--- src/rtl/sram_model_pkg.sv ---
package sram_model_pkg;

    localparam int LANES  = 2;
    localparam int LANE_W = 8;
    localparam int WORD_W = LANES * LANE_W;

    typedef enum logic [1:0] {
        MODE_IDLE   = 2'd0,
        MODE_NO_OUT = 2'd1,
        MODE_READ   = 2'd2,
        MODE_WRITE  = 2'd3
    } pin_mode_e;

    typedef enum logic {
        WR_IDLE = 1'b0,
        WR_OPEN = 1'b1
    } wr_state_e;

endpackage

--- src/rtl/sram_write_track.sv ---
module sram_write_track
    import sram_model_pkg::*;
#(
    parameter int ADDR_W = 11
) (
    input  logic              clk,
    input  logic              rst_n,
    input  logic [LANES-1:0]  wr_lanes,
    input  logic [ADDR_W-1:0] addr,
    input  logic [WORD_W-1:0] din,
    output logic [LANES-1:0]  commit,
    output logic [ADDR_W-1:0] commit_addr,
    output logic [WORD_W-1:0] commit_data
);

    wr_state_e         state_q, state_d;
    logic [LANES-1:0]  open_q;
    logic [ADDR_W-1:0] addr_q;
    logic [WORD_W-1:0] data_q;

    // next-state: START, HOLD, CLOSE
    always_comb begin
        state_d = state_q;
        unique case (state_q)
            WR_IDLE: if (|wr_lanes) state_d = WR_OPEN;
            WR_OPEN: if (!(|wr_lanes)) state_d = WR_IDLE;
        endcase
    end

    always_ff @(posedge clk or negedge rst_n) begin
        if (!rst_n) begin
            state_q <= WR_IDLE;
            open_q  <= '0;
            addr_q  <= '0;
            data_q  <= '0;
        end else begin
            state_q <= state_d;
            open_q  <= wr_lanes;
            addr_q  <= addr;
            data_q  <= din;
        end
    end

    // outputs: lanes that were open last cycle and are closed now
    always_comb begin
        commit      = '0;
        commit_addr = addr_q;
        commit_data = data_q;
        unique case (state_q)
            WR_IDLE: commit = '0;
            WR_OPEN: commit = open_q & ~wr_lanes;
        endcase
    end

    AST_COMMIT_AFTER_OVERLAP: assert property (@(posedge clk) disable iff (!rst_n)
        (|commit) |-> $past(|wr_lanes));

    AST_NO_COMMIT_WHILE_HELD: assert property (@(posedge clk) disable iff (!rst_n)
        ((|wr_lanes) && (wr_lanes == $past(wr_lanes))) |-> (commit == '0));

endmodule

--- config.mk ---
export PLATFORM = sky130hd
export DESIGN_NAME = sram_write_track
export DESIGN_NICKNAME = d
export VERILOG_FILES = /design/src/rtl/sram_model_pkg.sv /design/src/rtl/sram_write_track.sv
export SDC_FILE = /design/constraint.sdc
export NUM_CORES = 1
export LEC_CHECK = 0
export CORE_MARGIN = 8
export CORE_UTILIZATION = 34
export CTS_CLUSTER_SIZE = 8
export DETAILED_ROUTE_END_ITERATION = 10
export PLACE_DENSITY = 0.85
export SLEW_MARGIN = 20
export SYNTH_ARGS = -nofsm -noshare
export SYNTH_HDL_FRONTEND = slang
export SYNTH_SLANG_ARGS = --single-unit
--- constraint.sdc ---
create_clock -name clk -period 1.18 [get_ports clk]
set_input_delay 0.118 -clock clk [delete_from_list [all_inputs] [get_ports clk]]
set_output_delay 0.118 -clock clk [all_outputs]
set_load 0.005 [all_outputs]
==> impl_results.md, run 1 <==
- Run status: completed
- Num CTS Buffers: 5
- GRT Residual Overflow: 0
- Max_slew headroom: 89.8%
- PwrDens: between 1000 and 1500 nW/um2
- Mapped cell area: just under 800 um2
- Main flop type after synthesis: dfrtp_1
- Die area: 4070 um2
- Worst Setup End Kind: output pin
- Final core utilization: 67.1%
- CP Max Fanout: 2
- Post-Synthesis Cells: 33
- FFs w/ async S/R, synth: 100%
- First-pass GRT wire length: 2900 um
- Place WS: -226 ps
- Syn-to-layout area delta: 89.5%
- WP data arrival: 1000 ps
- Starting DRT DRC Count: 3
- Leading area contributor after synthesis: dfrtp_1
- Vias: 505
- Worst vdd ir: 0.902 mV
- Tightest Hold Check Type: in2async
- Number of buffers added on ports: approximately 60
- Worst-Margin Slew: 152 ps
- Routed WL: between 1500 and 2000 um
- Area fraction of the dominant cell type after synthesis: 96.8%
- H-tree depth: 2
- Syn. warnings: 0
- Rows: 17
- Io pins: 60
- Setup violators final: 0
- Antenna-violating nets left: 0
- WP data required: ~1100 ps
- Minimum clock period: 1120 ps
- Most common cell in the netlist: dfrtp_1
- CTS Hold Bufs: 0
- Net count after synthesis: between 60 and 70
- Max-slew violations: 0
- Yosys reg bits: 30
- Share of cells above drive strength 1: between 10% and 20%
- Top cells by area, synth: dfrtp_1, and3b_2, and3b_1
- Initial Util: a little over a third
- Diodes inserted: 0
- Fmax: 893 MHz
- Vias per cell: 3.85
- Dpl hpwl: approximately 1600 um
- Register area share after synthesis: between 90 and 100%
- Vias in the first global route: 577
- RSZ-0062 raised after global routing: false
- Synth cell count leaders: dfrtp_1, and3b_1, and3b_2, or2_1
- Max clock buf depth: 2
- Final net count: 133
- Die Wd: about 64 um
- EDFF count, synth: 0
- Largest net degree at the start of global routing: 31
- First-pass iteration count of the detailed router: 2
- Fillers: 167
- Die height: 63.8 um
- Synthesized area per cell: 23.5 um2
- Clock sinks: 30
- Tot Pwr: 2.04 mW
- Hold slack: 163 ps
- Clock root buffer: clkbuf_4
- Initial antenna violation count: 0
- Period utilisation layout: a little over nine tenths
- Worst setup path start: state_q
- Worst setup endpoint: commit[1]
- CTS tree: yes
- Core footprint: approximately 2200 um2
- Hold Fails Final Rpt: 0
- Total GRT Usage: about a tenth
- Clock slew seen by the registers of the worst setup and hold paths: around 90 ps
- CP Class: reg2out
- # Post-CTS Setup Buffers: 0
- Drt wl/cell: 14.2 um
- Maxcap violations: 0
- Startpoint Class: flip-flop
- Post-route setup slack: 60.3 ps
- DRC Markers: 0
- P_leak: about 0.70 nW
- Cell variety after synth: 4
- Gpl congestion: between 0.7 and 0.8
[worst max-delay path, cell delays in order, from the launching register on]
cell and delay (ps):
dfrtp_1 380, and3b_2 190, buf_2 120
[final cells by class]
cell class                 count  area, um2  share of cell area (%)
multi-input combinational      3       25.0                    1.70
timing repair buffer          62        582                    39.6
clock inverter                 3       40.0                    2.72
tap                           28       35.0                    2.38
clock buffer                   5       37.5                    2.55
sequential                    30        751                    51.1
[sequential cells by signal, summed over array words and instances, names as in the netlist]
signal,cells
commit_addr,11
commit_data,16
open_q,2
state_q,1
[logic make-up after synthesis]
| logic type | after synthesis | share of synthesized area [%] |
|---|---|---|
| flops | 30 | 96.8 |
| simple gates | 3 | 3.23 |
[worst min path at each step]
stage | cells after the start | start | slack [ps] | endpoint
after floorplan | 0 | rst_n | -180 | commit_addr[0]
after global placement | 2 | rst_n | 490 | commit_data[4]
after detailed placement | 2 | rst_n | 500 | commit_addr[2]
after CTS | 2 | rst_n | 150 | commit_addr[2]
after global routing | 2 | rst_n | 170 | commit_addr[0]
final | 2 | rst_n | 160 | commit_data[12]
[layer usage]
layer  share of wire, %  global-route usage, %  routed length (um)  vias to the layer above
met2                 54                   16.7                1000                       32
met3                 11                   6.27                 199                        2
met4               0.59                   5.85                  11                        0
met1                 35                   7.73                 653                      231
met5                  0                      0                   0                        -
li1                   -                      -                   -                      240
[placed cells by master, fill, tap and decap left out]
master           instances
buf_12                   1
clkdlybuf4s50_1         30
and3b_1                  1
dfrtp_1                 30
and3b_2                  1
buf_2                    2
buf_4                    2
or2_1                    1
bufinv_16                1
clkinv_2                 2
clkbuf_4                 5
dlygate4sd2_1           27
[where the power goes]
group / leakage (nW) / switching, mW / internal (mW)
sequential: 0.348 / 0.00984 / 1.08
combinational: 0.303 / 0.0635 / 0.146
clock: 0.0450 / 0.306 / 0.439
total: 0.697 / 0.379 / 1.66
[through the flow]
step	std cells	instance area, um2	setup TNS, ps
floorplan	33	776	0
global placement	123	1440	-355
detailed placement	123	1440	-423
CTS	131	1470	0
global route	131	1470	0
finish	131	1470	0
[timing repair]
item | 4_1_cts | 5_1_grt
endpoints found under the hold margin | 0 | 0
setup endpoints to repair | 29 | 1
gates resized for setup | 35 | 0
pin swaps | 0 | 1
(Power assumes the default switching activity.)
==> inputs of run 2 (changes only) <==
CTS_CLUSTER_SIZE = unset   (was 8)
GPL_ROUTABILITY_DRIVEN = 0   (was unset)
==> results of run 2 <==
No change in the layout: final DEF, timing and power equal those of run 1.
==> inputs of run 3 (changes only) <==
CORE_UTILIZATION = 28   (was 34)
PLACE_DENSITY = 0.75   (was 0.85)
clock period = 1 ns   (was 1.18 ns; I/O delays follow)
==> run 3 against run 2 <==
  * The flow now finishes with violations (negative setup slack)
  * Via count increased by 5.1%
  * Non-clock buffer count stayed put
  * Power up 16%
  * Sequential share of layout area is 3.3 points higher
  * Flip-flop and latch count unchanged
  * Count of clock-buffer cells in the layout is 3 higher
  * Global-route usage about the same
  * Die area rose by 16%
  * Worst setup slack got worse by 160 ps
  * Critical path type unchanged
==> impl_results.md, run 3 (synthesis results as in run 1) <==
- Run status: finished with violations
- Failing checks: negative setup slack
- Initial antenna violation count: 0 (unchanged)
- Buf/Inv on CP: 1 (unchanged)
- Drt wl/cell: 14.8 um (+4.2%)
- Setup violators final: 2 (+2)
- Total GRT Usage: 9.57% (+0.032 points)
- Vias in the first global route: 602 (+4.3%)
- Slowest CP cell: dfrtp_1
- Fillers: 261 (+56%)
- CP Max Fanout: 2 (unchanged)
- RSZ-0062 raised after global routing: true
- Num CTS Buffers: 5 (unchanged)
- Max_slew headroom: 89.4% (-0.40 points)
- Syn-to-layout area delta: 77.9%
- First-pass iteration count of the detailed router: 4 (+2)
- Most frequent cells in the layout: dfrtp_1, clkdlybuf4s50_1, buf_2
- Family with the most delay on the worst path: flip-flops
- Max reg flops: 16 (unchanged)
- Worst Setup End Kind: output pin
- Starting DRT DRC Count: 13 (+10)
- Die height: 68.6 um (+7.6%)
- Io pins: 60 (unchanged)
- GR Util met3: 7.43% (+1.2 points)
- Final net count: 133 (unchanged)
- Largest net degree at the start of global routing: 31 (unchanged)
- Period utilisation layout: 110%
- Clock root buffer: clkbuf_4
- Worst setup endpoint: commit[1]
- CTS Hold Bufs: 0 (unchanged)
- Die area: 4710 um2 (+16%)
- WP data arrival: 1000 ps (about the same)
- Number of buffers added on ports: 59 (unchanged)
- Maxcap violations: 0 (unchanged)
- CTS tree: yes
- H-tree depth: 2 (unchanged)
- CP Depth: 2 (unchanged)
- P_leak: 0.662 nW (-5.0%)
- Total Neg Setup Slack: -161 ps (-161 ps)
- Max clock buf depth: 2 (unchanged)
- Critical Path Max Stage Delay: 380 ps (about the same)
- GRT Residual Overflow: 0 (unchanged)
- Clock sinks: 30 (unchanged)
- Initial Util: 28.9% (-6.5 points)
- Dpl hpwl: 1540 um (-2.3%)
- DRC Markers: 0 (unchanged)
- Post-route setup slack: -97.6 ps (-158 ps)
- Routing usage on met2: 15.2% (-1.5 points)
- Final core utilization: 51.4% (-16 points)
- Comb pwr share: 9.9% (-0.4 points)
- Sw Pwr: 0.463 mW (+22%)
- WP data required: 900 ps (-160 ps)
- P_int: 1.91 mW (+15%)
- Rows: 19 (+2)
- Fmax: 911 MHz
- Routed WL: 1990 um (+6.5%)
- CP Class: reg2out
- Hold Fails Final Rpt: 0 (unchanged)
- GRT busiest layer: met2
- Worst setup path start: state_q
- Crit path cell chain: and3b_2, buf_6
- Worst-Margin Slew: 158 ps (+6.02 ps)
- Minimum clock period: 1100 ps
- Tightest Hold Check Type: in2async
- Die Wd: 68.6 um (+7.6%)
- Clock share of power: 35.9% (-0.5 points)
- Hold slack: 134 ps (-29.0 ps)
- Reg power frac: 54.2% (+0.9 points)
- Worst vdd ir: 0.994 mV (+10%)
- Switch share: 19.5% (+0.94 points)
- Share of cells above drive strength 1: 39.8% (+26 points)
- Max-slew violations: 0 (unchanged)
- PwrDens: 1720 nW/um2 (+24%)
- Met1 usage: 9.43% (+1.7 points)
- Clock slew seen by the registers of the worst setup and hold paths: 90 ps (about the same)
- Vias: 531 (+5.1%)
- Startpoint Class: flip-flop
- Diodes inserted: 0 (unchanged)
- Vias per cell: 3.96 (+2.8%)
- Antenna-violating nets left: 0 (unchanged)
- First-pass GRT wire length: 3150 um (+8.8%)
- Core footprint: 2690 um2 (+23%)
## run 3: changes by cell type in the layout (fill, tap and decap cells not counted), sizes merged
cell | previous run | this run
buf | 5 | 32
bufinv | 1 | 0
clkbuf | 5 | 8
clkinv | 2 | 0
dlygate4sd2 | 27 | 0
## run 3: worst min path at each step
stage | startpoint | to | slack (ps)
2_1_floorplan | rst_n | commit_addr[0] | -200
5_1_grt | rst_n | commit_data[13] | 120
3_5_place_dp | rst_n | commit_data[2] | 480
4_1_cts | rst_n | commit_addr[5] | 120
6_report | rst_n | commit_data[3] | 130
3_3_place_gp | rst_n | commit_addr[0] | 480
## run 3: power groups by stage
stage               sequential (mW)  clock, mW  combinational, mW
finish                         1.29      0.853              0.235
global route                   1.29      0.958              0.261
CTS                            1.29      0.898              0.240
detailed placement             1.31          0              0.297
global placement               1.31          0              0.292
floorplan                      1.32          0            0.00627
## run 3: what timing repair did
item                                   in CTS  in global routing
setup endpoints to repair                  29                  2
pin swaps                                   1                  0
setup buffers                               0                  0
cloned                                      0                  0
resized for setup                         116                  1
endpoints found under the hold margin       0                  0
## run 3: cell type report
type                    instances  area (um2)  area share, %
clock buffers                   8        78.8           5.71
well taps                      31        38.8           2.81
multi-input cells               3        25.0           1.81
flip-flops and latches         30         751           54.4
repair buffers                 62         487           35.3
## run 3: metrics by stage
step	power (mW)	setup slack, ps	cells	instance area (um2)
global placement	1.60	-329	126	1440
detailed placement	1.61	-338	126	1440
floorplan	1.33	354	33	776
finish	2.37	-97.6	134	1380
global route	2.51	-157	134	1380
CTS	2.43	-131	134	1370
## run 3: per-layer routing
layer  share of wire [%]  wire [um]
met2                  50        987
met3                  14        276
met1                  35        699
met5                   0          0
met4                 1.3         25
